### config.mk
export PLATFORM = sky130hd
export DESIGN_NAME = sfl_xact_engine
export DESIGN_NICKNAME = d
export VERILOG_FILES = /design/src/rtl/sfl_pkg.sv /design/src/rtl/sfl_tx_fifo.sv /design/src/rtl/sfl_rx_pack.sv /design/src/rtl/sfl_seq.sv /design/src/rtl/sfl_xact_engine.sv
export SDC_FILE = /design/constraint.sdc
export NUM_CORES = 1
export LEC_CHECK = 0
export ABC_CLOCK_PERIOD_IN_PS = 6970
export BUFFER_PORTS_ARGS = -buffer_cell sky130_fd_sc_hd__buf_2
export CORE_ASPECT_RATIO = 1.5
export CORE_MARGIN = 2
export CORE_UTILIZATION = 40
export CTS_BUF_LIST = sky130_fd_sc_hd__clkbuf_16
export CTS_CLUSTER_SIZE = 24
export DETAILED_ROUTE_END_ITERATION = 10
export PLACE_DENSITY_LB_ADDON = 0.08
export SYNTH_ARGS = -nofsm -noshare
export SYNTH_HDL_FRONTEND = slang
export SYNTH_SLANG_ARGS = --single-unit
### constraint.sdc
create_clock -name clk_i -period 6.97 [get_ports clk_i]
set_clock_uncertainty 0.2 [all_clocks]
set_input_delay 0.3485 -clock clk_i [delete_from_list [all_inputs] [get_ports clk_i]]
set_output_delay 0.3485 -clock clk_i [all_outputs]
set_load 0.005 [all_outputs]
### src/rtl/sfl_pkg.sv
package sfl_pkg;
  typedef enum logic [1:0] {
    KIND_CMD = 2'd0,
    KIND_WR  = 2'd1,
    KIND_RD  = 2'd2,
    KIND_RSV = 2'd3
  } kind_e;

  typedef enum logic [1:0] {SEG_OPC, SEG_ADR, SEG_DAT} seg_e;

  typedef enum logic [1:0] {ST_IDLE, ST_SHIFT, ST_NEXT, ST_HOLD} st_e;

  localparam int unsigned OPC_BITS  = 8;
  localparam int unsigned ADR_BITS  = 24;
  localparam int unsigned WORD_BITS = 32;
endpackage

### src/rtl/sfl_tx_fifo.sv
module sfl_tx_fifo #(
  parameter int unsigned DEPTH = 8,
  parameter int unsigned W     = 32
) (
  input  logic         clk_i,
  input  logic         rst_ni,
  input  logic         clr_i,
  input  logic         push_i,
  input  logic [W-1:0] wdata_i,
  input  logic         pop_i,
  output logic [W-1:0] rdata_o,
  output logic         full_o,
  output logic         empty_o
);
  localparam int unsigned AW = (DEPTH > 1) ? $clog2(DEPTH) : 1;
  localparam int unsigned CW = AW + 1;

  logic [W-1:0]  mem_q [DEPTH];
  logic [AW-1:0] wptr_q, rptr_q;
  logic [CW-1:0] cnt_q;
  logic          push_ok, pop_ok;

  assign full_o  = (cnt_q == CW'(DEPTH));
  assign empty_o = (cnt_q == '0);
  assign push_ok = push_i && !full_o && !clr_i;
  assign pop_ok  = pop_i && !empty_o && !clr_i;
  assign rdata_o = mem_q[rptr_q];

  function automatic logic [AW-1:0] nxt(input logic [AW-1:0] p);
    return (p == AW'(DEPTH - 1)) ? '0 : p + AW'(1);
  endfunction

  always_ff @(posedge clk_i) begin
    if (push_ok) mem_q[wptr_q] <= wdata_i;
  end

  always_ff @(posedge clk_i or negedge rst_ni) begin
    if (!rst_ni) begin
      wptr_q <= '0;
      rptr_q <= '0;
      cnt_q  <= '0;
    end else if (clr_i) begin
      wptr_q <= '0;
      rptr_q <= '0;
      cnt_q  <= '0;
    end else begin
      if (push_ok) wptr_q <= nxt(wptr_q);
      if (pop_ok)  rptr_q <= nxt(rptr_q);
      case ({push_ok, pop_ok})
        2'b10:   cnt_q <= cnt_q + CW'(1);
        2'b01:   cnt_q <= cnt_q - CW'(1);
        default: cnt_q <= cnt_q;
      endcase
    end
  end
endmodule

### src/rtl/sfl_rx_pack.sv
module sfl_rx_pack (
  input  logic        clk_i,
  input  logic        rst_ni,
  input  logic        clr_i,
  input  logic        bit_vld_i,
  input  logic        bit_i,
  output logic [31:0] word_o
);
  logic [6:0]  sr_q;
  logic [2:0]  bcnt_q;
  logic [2:0]  lane_q;
  logic [31:0] word_q;
  logic [7:0]  byte_w;

  assign byte_w = {sr_q, bit_i};
  assign word_o = word_q;

  always_ff @(posedge clk_i or negedge rst_ni) begin
    if (!rst_ni) begin
      sr_q   <= '0;
      bcnt_q <= '0;
      lane_q <= '0;
      word_q <= '0;
    end else if (clr_i) begin
      sr_q   <= '0;
      bcnt_q <= '0;
      lane_q <= '0;
      word_q <= '0;
    end else if (bit_vld_i) begin
      sr_q   <= byte_w[6:0];
      bcnt_q <= bcnt_q + 3'd1;
      if (bcnt_q == 3'd7) begin
        if (lane_q < 3'd4) begin
          // fill lanes from the top until the word is full
          for (int k = 0; k < 4; k++) begin
            if (lane_q == 3'(k)) word_q[8*(3-k) +: 8] <= byte_w;
          end
          lane_q <= lane_q + 3'd1;
        end else begin
          word_q <= {word_q[23:0], byte_w};
        end
      end
    end
  end
endmodule

### src/rtl/sfl_seq.sv
module sfl_seq
  import sfl_pkg::*;
#(
  parameter int unsigned CNT_W = 10
) (
  input  logic                 clk_i,
  input  logic                 rst_ni,
  input  logic                 start_i,
  input  logic [1:0]           kind_i,
  input  logic [7:0]           opcode_i,
  input  logic                 addr_en_i,
  input  logic [23:0]          addr_i,
  input  logic [CNT_W-1:0]     cnt_i,
  input  logic                 fifo_empty_i,
  input  logic [WORD_BITS-1:0] fifo_word_i,
  output logic                 fifo_pop_o,
  output logic                 rx_clr_o,
  output logic                 rx_vld_o,
  output logic                 busy_o,
  output logic                 done_o,
  output logic                 sck_o,
  output logic                 cs_no,
  output logic                 mosi_o
);
  localparam int unsigned DB_W = CNT_W + 3;
  localparam int unsigned SB_W = $clog2(WORD_BITS) + 1;

  st_e                  st_q;
  seg_e                 seg_q;
  kind_e                kind_q;
  logic                 half_q;
  logic [WORD_BITS-1:0] sr_q;
  logic [SB_W-1:0]      sbits_q;
  logic [DB_W-1:0]      dleft_q;
  logic                 aen_q;
  logic [ADR_BITS-1:0]  adr_q;
  logic                 sck_q, csn_q, done_q;

  logic            accept, need_adr, has_data, data_kind;
  logic [SB_W-1:0] chunk;

  assign accept    = start_i && (st_q == ST_IDLE);
  assign need_adr  = (seg_q == SEG_OPC) && aen_q;
  assign has_data  = (dleft_q != '0);
  assign data_kind = (kind_i == KIND_WR) || (kind_i == KIND_RD);
  assign chunk     = (dleft_q >= DB_W'(WORD_BITS)) ? SB_W'(WORD_BITS) : SB_W'(dleft_q);

  assign fifo_pop_o = (st_q == ST_NEXT) && !need_adr && has_data &&
                      (kind_q == KIND_WR) && !fifo_empty_i;
  assign rx_clr_o   = accept;
  assign rx_vld_o   = (st_q == ST_SHIFT) && !half_q && (seg_q == SEG_DAT) &&
                      (kind_q == KIND_RD);

  assign busy_o = (st_q != ST_IDLE);
  assign done_o = done_q;
  assign sck_o  = sck_q;
  assign cs_no  = csn_q;
  assign mosi_o = sr_q[WORD_BITS-1] & ~csn_q;

  always_ff @(posedge clk_i or negedge rst_ni) begin
    if (!rst_ni) begin
      st_q    <= ST_IDLE;
      seg_q   <= SEG_OPC;
      kind_q  <= KIND_CMD;
      half_q  <= 1'b0;
      sr_q    <= '0;
      sbits_q <= '0;
      dleft_q <= '0;
      aen_q   <= 1'b0;
      adr_q   <= '0;
      sck_q   <= 1'b0;
      csn_q   <= 1'b1;
      done_q  <= 1'b0;
    end else begin
      case (st_q)
        ST_IDLE: begin
          if (start_i) begin
            kind_q  <= kind_e'(kind_i);
            aen_q   <= addr_en_i;
            adr_q   <= addr_i;
            dleft_q <= data_kind ? {cnt_i, 3'b000} : '0;
            sr_q    <= {opcode_i, {(WORD_BITS-OPC_BITS){1'b0}}};
            sbits_q <= SB_W'(OPC_BITS);
            seg_q   <= SEG_OPC;
            half_q  <= 1'b0;
            csn_q   <= 1'b0;
            done_q  <= 1'b0;
            st_q    <= ST_SHIFT;
          end
        end
        ST_SHIFT: begin
          if (!half_q) begin
            sck_q  <= 1'b1;
            half_q <= 1'b1;
          end else begin
            sck_q   <= 1'b0;
            half_q  <= 1'b0;
            sr_q    <= sr_q << 1;
            sbits_q <= sbits_q - SB_W'(1);
            if (seg_q == SEG_DAT) dleft_q <= dleft_q - DB_W'(1);
            if (sbits_q == SB_W'(1)) st_q <= ST_NEXT;
          end
        end
        ST_NEXT: begin
          if (need_adr) begin
            sr_q    <= {adr_q, {(WORD_BITS-ADR_BITS){1'b0}}};
            sbits_q <= SB_W'(ADR_BITS);
            seg_q   <= SEG_ADR;
            st_q    <= ST_SHIFT;
          end else if (has_data) begin
            if (kind_q == KIND_RD) begin
              sr_q    <= '0;
              sbits_q <= chunk;
              seg_q   <= SEG_DAT;
              st_q    <= ST_SHIFT;
            end else if (!fifo_empty_i) begin
              sr_q    <= fifo_word_i;
              sbits_q <= chunk;
              seg_q   <= SEG_DAT;
              st_q    <= ST_SHIFT;
            end
            // empty FIFO on a write: park with clock low
          end else begin
            st_q <= ST_HOLD;
          end
        end
        ST_HOLD: begin
          csn_q  <= 1'b1;
          done_q <= 1'b1;
          st_q   <= ST_IDLE;
        end
        default: st_q <= ST_IDLE;
      endcase
    end
  end
endmodule

### src/rtl/sfl_xact_engine.sv
module sfl_xact_engine
  import sfl_pkg::*;
#(
  parameter int unsigned FIFO_DEPTH = 8,
  parameter int unsigned CNT_W      = 10
) (
  input  logic             clk_i,
  input  logic             rst_ni,
  input  logic             start_i,
  input  logic [1:0]       kind_i,
  input  logic [7:0]       opcode_i,
  input  logic             addr_en_i,
  input  logic [23:0]      addr_i,
  input  logic [CNT_W-1:0] byte_cnt_i,
  input  logic             fifo_clr_i,
  input  logic             fifo_wr_i,
  input  logic [31:0]      fifo_wdata_i,
  output logic             fifo_full_o,
  output logic             busy_o,
  output logic             done_o,
  output logic [31:0]      rdata_o,
  output logic             sck_o,
  output logic             cs_no,
  output logic             mosi_o,
  input  logic             miso_i
);
  logic                 fifo_empty, fifo_pop;
  logic [WORD_BITS-1:0] fifo_word;
  logic                 rx_clr, rx_vld;

  sfl_tx_fifo #(
    .DEPTH (FIFO_DEPTH),
    .W     (WORD_BITS)
  ) u_fifo (
    .clk_i   (clk_i),
    .rst_ni  (rst_ni),
    .clr_i   (fifo_clr_i),
    .push_i  (fifo_wr_i),
    .wdata_i (fifo_wdata_i),
    .pop_i   (fifo_pop),
    .rdata_o (fifo_word),
    .full_o  (fifo_full_o),
    .empty_o (fifo_empty)
  );

  sfl_seq #(
    .CNT_W (CNT_W)
  ) u_seq (
    .clk_i        (clk_i),
    .rst_ni       (rst_ni),
    .start_i      (start_i),
    .kind_i       (kind_i),
    .opcode_i     (opcode_i),
    .addr_en_i    (addr_en_i),
    .addr_i       (addr_i),
    .cnt_i        (byte_cnt_i),
    .fifo_empty_i (fifo_empty),
    .fifo_word_i  (fifo_word),
    .fifo_pop_o   (fifo_pop),
    .rx_clr_o     (rx_clr),
    .rx_vld_o     (rx_vld),
    .busy_o       (busy_o),
    .done_o       (done_o),
    .sck_o        (sck_o),
    .cs_no        (cs_no),
    .mosi_o       (mosi_o)
  );

  sfl_rx_pack u_rx (
    .clk_i     (clk_i),
    .rst_ni    (rst_ni),
    .clr_i     (rx_clr),
    .bit_vld_i (rx_vld),
    .bit_i     (miso_i),
    .word_o    (rdata_o)
  );
endmodule

==> results of run 1 <==
==> final cells by class <==
type                       count  share of cell area
antenna                        2            0.000250
clock buffer                  42              0.0525
clock inverter                28              0.0106
inverter                      17             0.00319
multi-input combinational    665               0.261
sequential                   397               0.561
tap                          558              0.0349
timing repair buffer         218              0.0772
==> registers in the layout, summed over array words and instances (netlist names), 4 cells and up <==
| signal | count |
|---|---|
| u_seq.sr_q | 32 |
| u_fifo.mem_q | 256 |
| u_rx.word_o | 32 |
| u_seq.dleft_q | 13 |
| u_seq.sbits_q | 6 |
| u_seq.adr_q | 24 |
| u_rx.sr_q | 7 |
| u_fifo.cnt_q | 4 |
==> path summary, 6_finish.rpt <==
kind | startpoint | to | slack, ns | cells past startpoint
max in group asynchronous | rst_ni | u_seq.adr_q[3] | 4.93 | 3
worst min register to register | u_rx.word_o[29] | u_rx.word_o[29] | 0.27 | 2
min in group asynchronous | rst_ni | u_fifo.cnt_q[2] | 0.20 | 2
worst max register to register | u_seq.st_q[0] | u_fifo.cnt_q[3] | 3.60 | 9
worst max-delay path | u_seq.st_q[0] | u_fifo.cnt_q[3] | 3.60 | 9
worst min-delay path | fifo_wr_i | u_fifo.cnt_q[1] | 0.06 | 3
==> placed cells by master (no fill, tap or decap), types with 7 or more instances in the layout <==
cell type	count
o2111ai_1	8
ha_1	21
buf_2	119
edfxtp_1	256
nor2b_1	15
buf_4	17
clkbuf_16	42
clkinv_1	7
nand2_1	161
nor2_1	54
inv_1	23
o21ai_0	41
nor3_1	15
nand4_1	7
mux2i_1	49
a22o_1	37
o31ai_1	27
clkinv_2	8
nand3_1	15
a21oi_1	51
dlygate4sd3_1	81
dfrtp_1	137
mux4_2	65
a22oi_1	18
==> worst max-delay path, stage by stage (launching register included) <==
cell,delay [ns]
dfrtp_1,0.41
inv_1,0.14
ha_1,0.36
nand4_1,0.28
nor4_1,0.59
ha_1,0.35
a21o_1,0.16
a21oi_1,0.19
mux4_2,0.52
nor2_1,0.09
==> through the flow <==
stage                     utilization  total power, W  hold slack, ns  std cells
after detailed placement        0.435         0.00453           0.204       1774
final                           0.486         0.00660          0.0566       1927
after global routing            0.486         0.00700          0.0649       1927
after CTS                       0.485         0.00669          0.0286       1925
after global placement          0.435         0.00451           0.211       1774
after floorplan                     -         0.00409          -0.147       1145
==> power breakdown <==
group | total [W] | internal (W) | switching, W
clock | 0.00210 | 0.00120 | 0.000896
sequential | 0.00301 | 0.00279 | 0.000223
combinational | 0.00149 | 0.000568 | 0.000923
==> kinds of logic (layout without fill, tap and decap cells) <==
| logic type | after synthesis | after routing | share of synthesized area |
|---|---|---|---|
| other | 0 | 2 | 0 |
| AOI/OAI and AO/OA | 211 | 211 | 0.0853 |
| adders and majority gates | 23 | 23 | 0.0177 |
| xor gates and xnor gates | 9 | 9 | 0.00471 |
| DFF | 397 | 397 | 0.671 |
| and+or+nand+nor | 307 | 307 | 0.0829 |
| muxes | 115 | 115 | 0.118 |
| buffers and inverters | 83 | 305 | 0.0209 |
==> metal layers <==
layer | up-vias | track usage
li1 | 4743 | -
met1 | 5056 | 0.232
met2 | 193 | 0.319
met3 | 58 | 0.0272
met4 | 0 | 0.0581
met5 | - | 0
==> timing repair <==
action	CTS	global route
setup buffers	0	0
hold buffers	81	0
hold endpoints to repair	381	0
endpoints found under the setup margin	0	0
==> run metrics, run 1 <==
top layer in use=met4; M1 WL=16,500 um; remaining global-route overflow=0; layout cell share with drive strength beyond 1=0.206; routability cong.=0.777; Core Box Area=0.0412 mm^2; Residual DRC=0; Mapped Area=0.0167 mm^2; Cell Rows=91; top post-synthesis cells by area=edfxtp_1 46%, dfrtp_1 21%, mux4_2 8.8%; fin area=0.0200 mm^2; max-cap viol count=0; number of global-route vias before repair=10,400; total wire length=38,500 um; met2 WL=19,600 um; Critical Path RT=7.24 ns; router iterations before antenna repair=4; IR drop worst, VDD=175 uV; Syn Area/Cell=14.6 um^2; antenna-violating nets left=0; Leak Pwr=7.60 nW; met3 WL post-DR=1340 um; initial antenna violation count=2; Skew-Pair Late Insertion Delay=0.54 ns; Hold Crit Class=in -> reg; Synth warnings=0; post-synth net total=1,251; final hold vios=0; slack of the critical path=3.60 ns; Area Growth Syn to Fin=19.7%; Clock transition at path regs=0.07 ns; Post-synth EDFFs=256; H-tree levels=2; dpl cell area=0.0179 mm^2; Seq. cell area=0.0112 mm^2; CP startpoint kind=flip-flop; Sink Count=397; cell count after synthesis=1,145; crit path max fanout=8; ys async rst share=0.355; routed vias/inst=5.22; Initial DRC Count=575; Starting Density=0.406; DIE AREA=0.0435 mm^2; wire per inst=20.0 um; Final setup violation count=0; Final HPWL DP=23,000 um; vias post-DR=10,100; CP endpoint kind=flip-flop; sequential share of the synthesized area=0.671; Tcrit/Tclk final=0.484; Fill cells=3,664; first-pass GRT wire length=60,600 um; worst slack at placement=3.61 ns; Main synth FF type=edfxtp_1; Max Clk Rate=297 MHz; Slew HR=0.268; outcome=complete, no violations; port bufs=120; fin. max-slew vios=0; TritonCTS clock tree=yes; top-count cell post-synth=edfxtp_1; post-cts sizing count=0; RSZ-0062 raised after global routing=no; largest net degree at the start of global routing=75; Ports=121; clock buffer depth=3; Final #Nets=1,445; Power Dens Cells=330 mW/mm^2; setup_tns=0 ns; Die W=171 um; distinct cell type count after synthesis=59; CP Data Arrival Time=3.64 ns; post-synthesis register bit count=397; fin crit period=3.37 ns; Die Ht=254 um; WS Path Type=reg -> reg; post-synth top area share=0.460; Worst Max-Slew Pin Slew=1.10 ns; Tot GR Track Use=0.182; area occupied by multi-input gates=0.00521 mm^2; Synth top cells by count=256 x edfxtp_1, 161 x nand2_1, 140 x dfrtp_1; Synth area leader=edfxtp_1; Root Buffer=clkbuf_16; CTS buffer count=40
(Power assumes the default switching activity.)
==> inputs of run 2 (changes only) <==
ABC_CLOCK_PERIOD_IN_PS = 3400   (was 6970)
clock period = 3.4 ns   (was 6.97 ns; I/O delays follow)
==> run 2 against run 1 <==
Compared with the run above: sequential share of layout area fell by 0.93 points; clock power up 110%; critical path depth increased by 1; total power increased by 110%; register-to-register slack worse by 3.2 ns; sequential cell count stayed put; cell area up 1.7%; non-clock buffer count up 22; final cell count up 1.1%; first-iteration DRC count grew 12%; sequential power is 100% higher.
==> run metrics, run 2 (synthesis gave the netlist of run 1 again) <==
outcome=complete, no violations; placed instance count=1,795; Slew HR=0.434; total wire length=39,000 um; initial antenna violation count=1; Reg2Reg Setup Slack=0.36 ns; Final HPWL DP=23,800 um; Max Clk Rate=329 MHz; Die Ht=254 um; max-cap viol count=0; Power Dens Cells=674 mW/mm^2; router iterations before antenna repair=5; antenna-violating nets left=0; CP Data Arrival Time=3.31 ns; remaining global-route overflow=0; vias post-DR=10,200; Initial DRC Count=646; port bufs=120; layout cell share with drive strength beyond 1=0.219; Tcrit/Tclk final=0.894; Reg with most FFs=u_fifo.mem_q; Hold Crit Class=in -> async; Ports=121; post-CTS setup buffers=0; Skew-Pair Late Insertion Delay=0.54 ns; Final setup violation count=0; WS Path Type=reg -> reg; crit path max fanout=7; largest net degree at the start of global routing=87; first-pass GRT wire length=60,800 um; Final #Nets=1,467; max FFs per register=256; wire per inst=20.0 um; IR drop worst, VDD=341 uV; Cell Rows=91; routability cong.=0.777; Critical Path RT=3.67 ns; Leak Pwr=7.74 nW; commonest non-fill, non-tap cell in the layout=edfxtp_1; crit path launch=u_seq.dleft_q[0]; routed vias/inst=5.21; clock buffer depth=3; Min Hold Slack=0.0380 ns; DIE AREA=0.0435 mm^2; Root Buffer=clkbuf_16; RR Startpoint=u_seq.dleft_q[0]; setup_tns=0 ns; Sink Count=397; CP endpoint=u_fifo.cnt_q[3]; Worst Max-Slew Pin Slew=0.849 ns; Clock transition at path regs=0.07 ns; Tot GR Track Use=0.183; CP startpoint kind=flip-flop; R2R depth=10; Residual DRC=0; CTS buffer count=40; fin crit period=3.04 ns; TritonCTS clock tree=yes; Area Growth Syn to Fin=21.8%; H-tree levels=2; reg-to-reg endpoint=u_fifo.cnt_q[3]; number of global-route vias before repair=10,500; Die W=171 um; CP endpoint kind=flip-flop; Layout Cells excl Fill=1,949; Core Box Area=0.0412 mm^2; RSZ-0062 raised after global routing=no; fin. max-slew vios=0; Starting Density=0.406; antenna diode count=0; final hold vios=0; commonest cells after routing, fill and taps aside=256 x edfxtp_1, 161 x nand2_1, 137 x dfrtp_1, 119 x buf_2, 82 x dlygate4sd3_1
==> run 2: through the flow <==
| stage | worst slack, ns | util | instance area (um^2) | power (W) |
|---|---|---|---|---|
| after CTS | 0.358 | 0.494 | 20400 | 0.0139 |
| after global placement | 0.405 | 0.443 | 18300 | 0.00941 |
| after global routing | 0.140 | 0.494 | 20400 | 0.0145 |
| after floorplan | -0.720 | - | 16700 | 0.00839 |
| after detailed placement | 0.353 | 0.443 | 18300 | 0.00945 |
| final | 0.362 | 0.494 | 20400 | 0.0137 |
==> run 2: critical path, cell delays in order (launching register included) <==
cell and delay [ns]:
dfrtp_1 0.39, inv_1 0.10, ha_1 0.19, nor2b_1 0.16, and4_1 0.28, nor4_1 0.40, ha_1 0.31, a21o_1 0.16
a21oi_1 0.20, mux4_2 0.52, nor2_1 0.09
==> run 2: cell type report <==
class / count / area (um^2)
fillers: 3616 / 20900
multi-input cells: 665 / 5230
well taps: 558 / 698
repair buffers: 240 / 1850
flip-flops and latches: 397 / 11200
inverters: 17 / 63.8
clock inverters: 30 / 231
clock buffers: 42 / 1050
==> run 2: repair_timing <==
| item | CTS | global route |
|---|---|---|
| resized for setup | 0 | 0 |
| hold endpoints to repair | 401 | 0 |
| setup endpoints to repair | 0 | 0 |
| hold buffers | 82 | 0 |
==> run 2: layer usage <==
layer  track usage  share of wire  vias up
li1              -              -     4814
met1         0.233           0.43     5094
met2         0.328           0.51      192
met3        0.0262          0.037       52
met4        0.0470          0.021        2
met5             0        0.00033        -
==> run 2: power by group <==
group          internal, W  switching (W)  total (W)  leakage (nW)
combinational      0.00126        0.00196    0.00322          2.91
clock              0.00247        0.00187    0.00434         0.651
sequential         0.00572       0.000449    0.00617          4.17
total              0.00945        0.00427     0.0137          7.74
==> run 2: how the worst min path moves through the flow <==
stage,from,end,cells after the start
floorplan,rst_ni,u_fifo.cnt_q[0],0
global placement,rst_ni,u_fifo.cnt_q[1],1
detailed placement,rst_ni,u_fifo.cnt_q[1],1
CTS,rst_ni,u_seq.adr_q[5],2
global route,rst_ni,u_seq.adr_q[3],2
finish,rst_ni,u_fifo.cnt_q[1],2
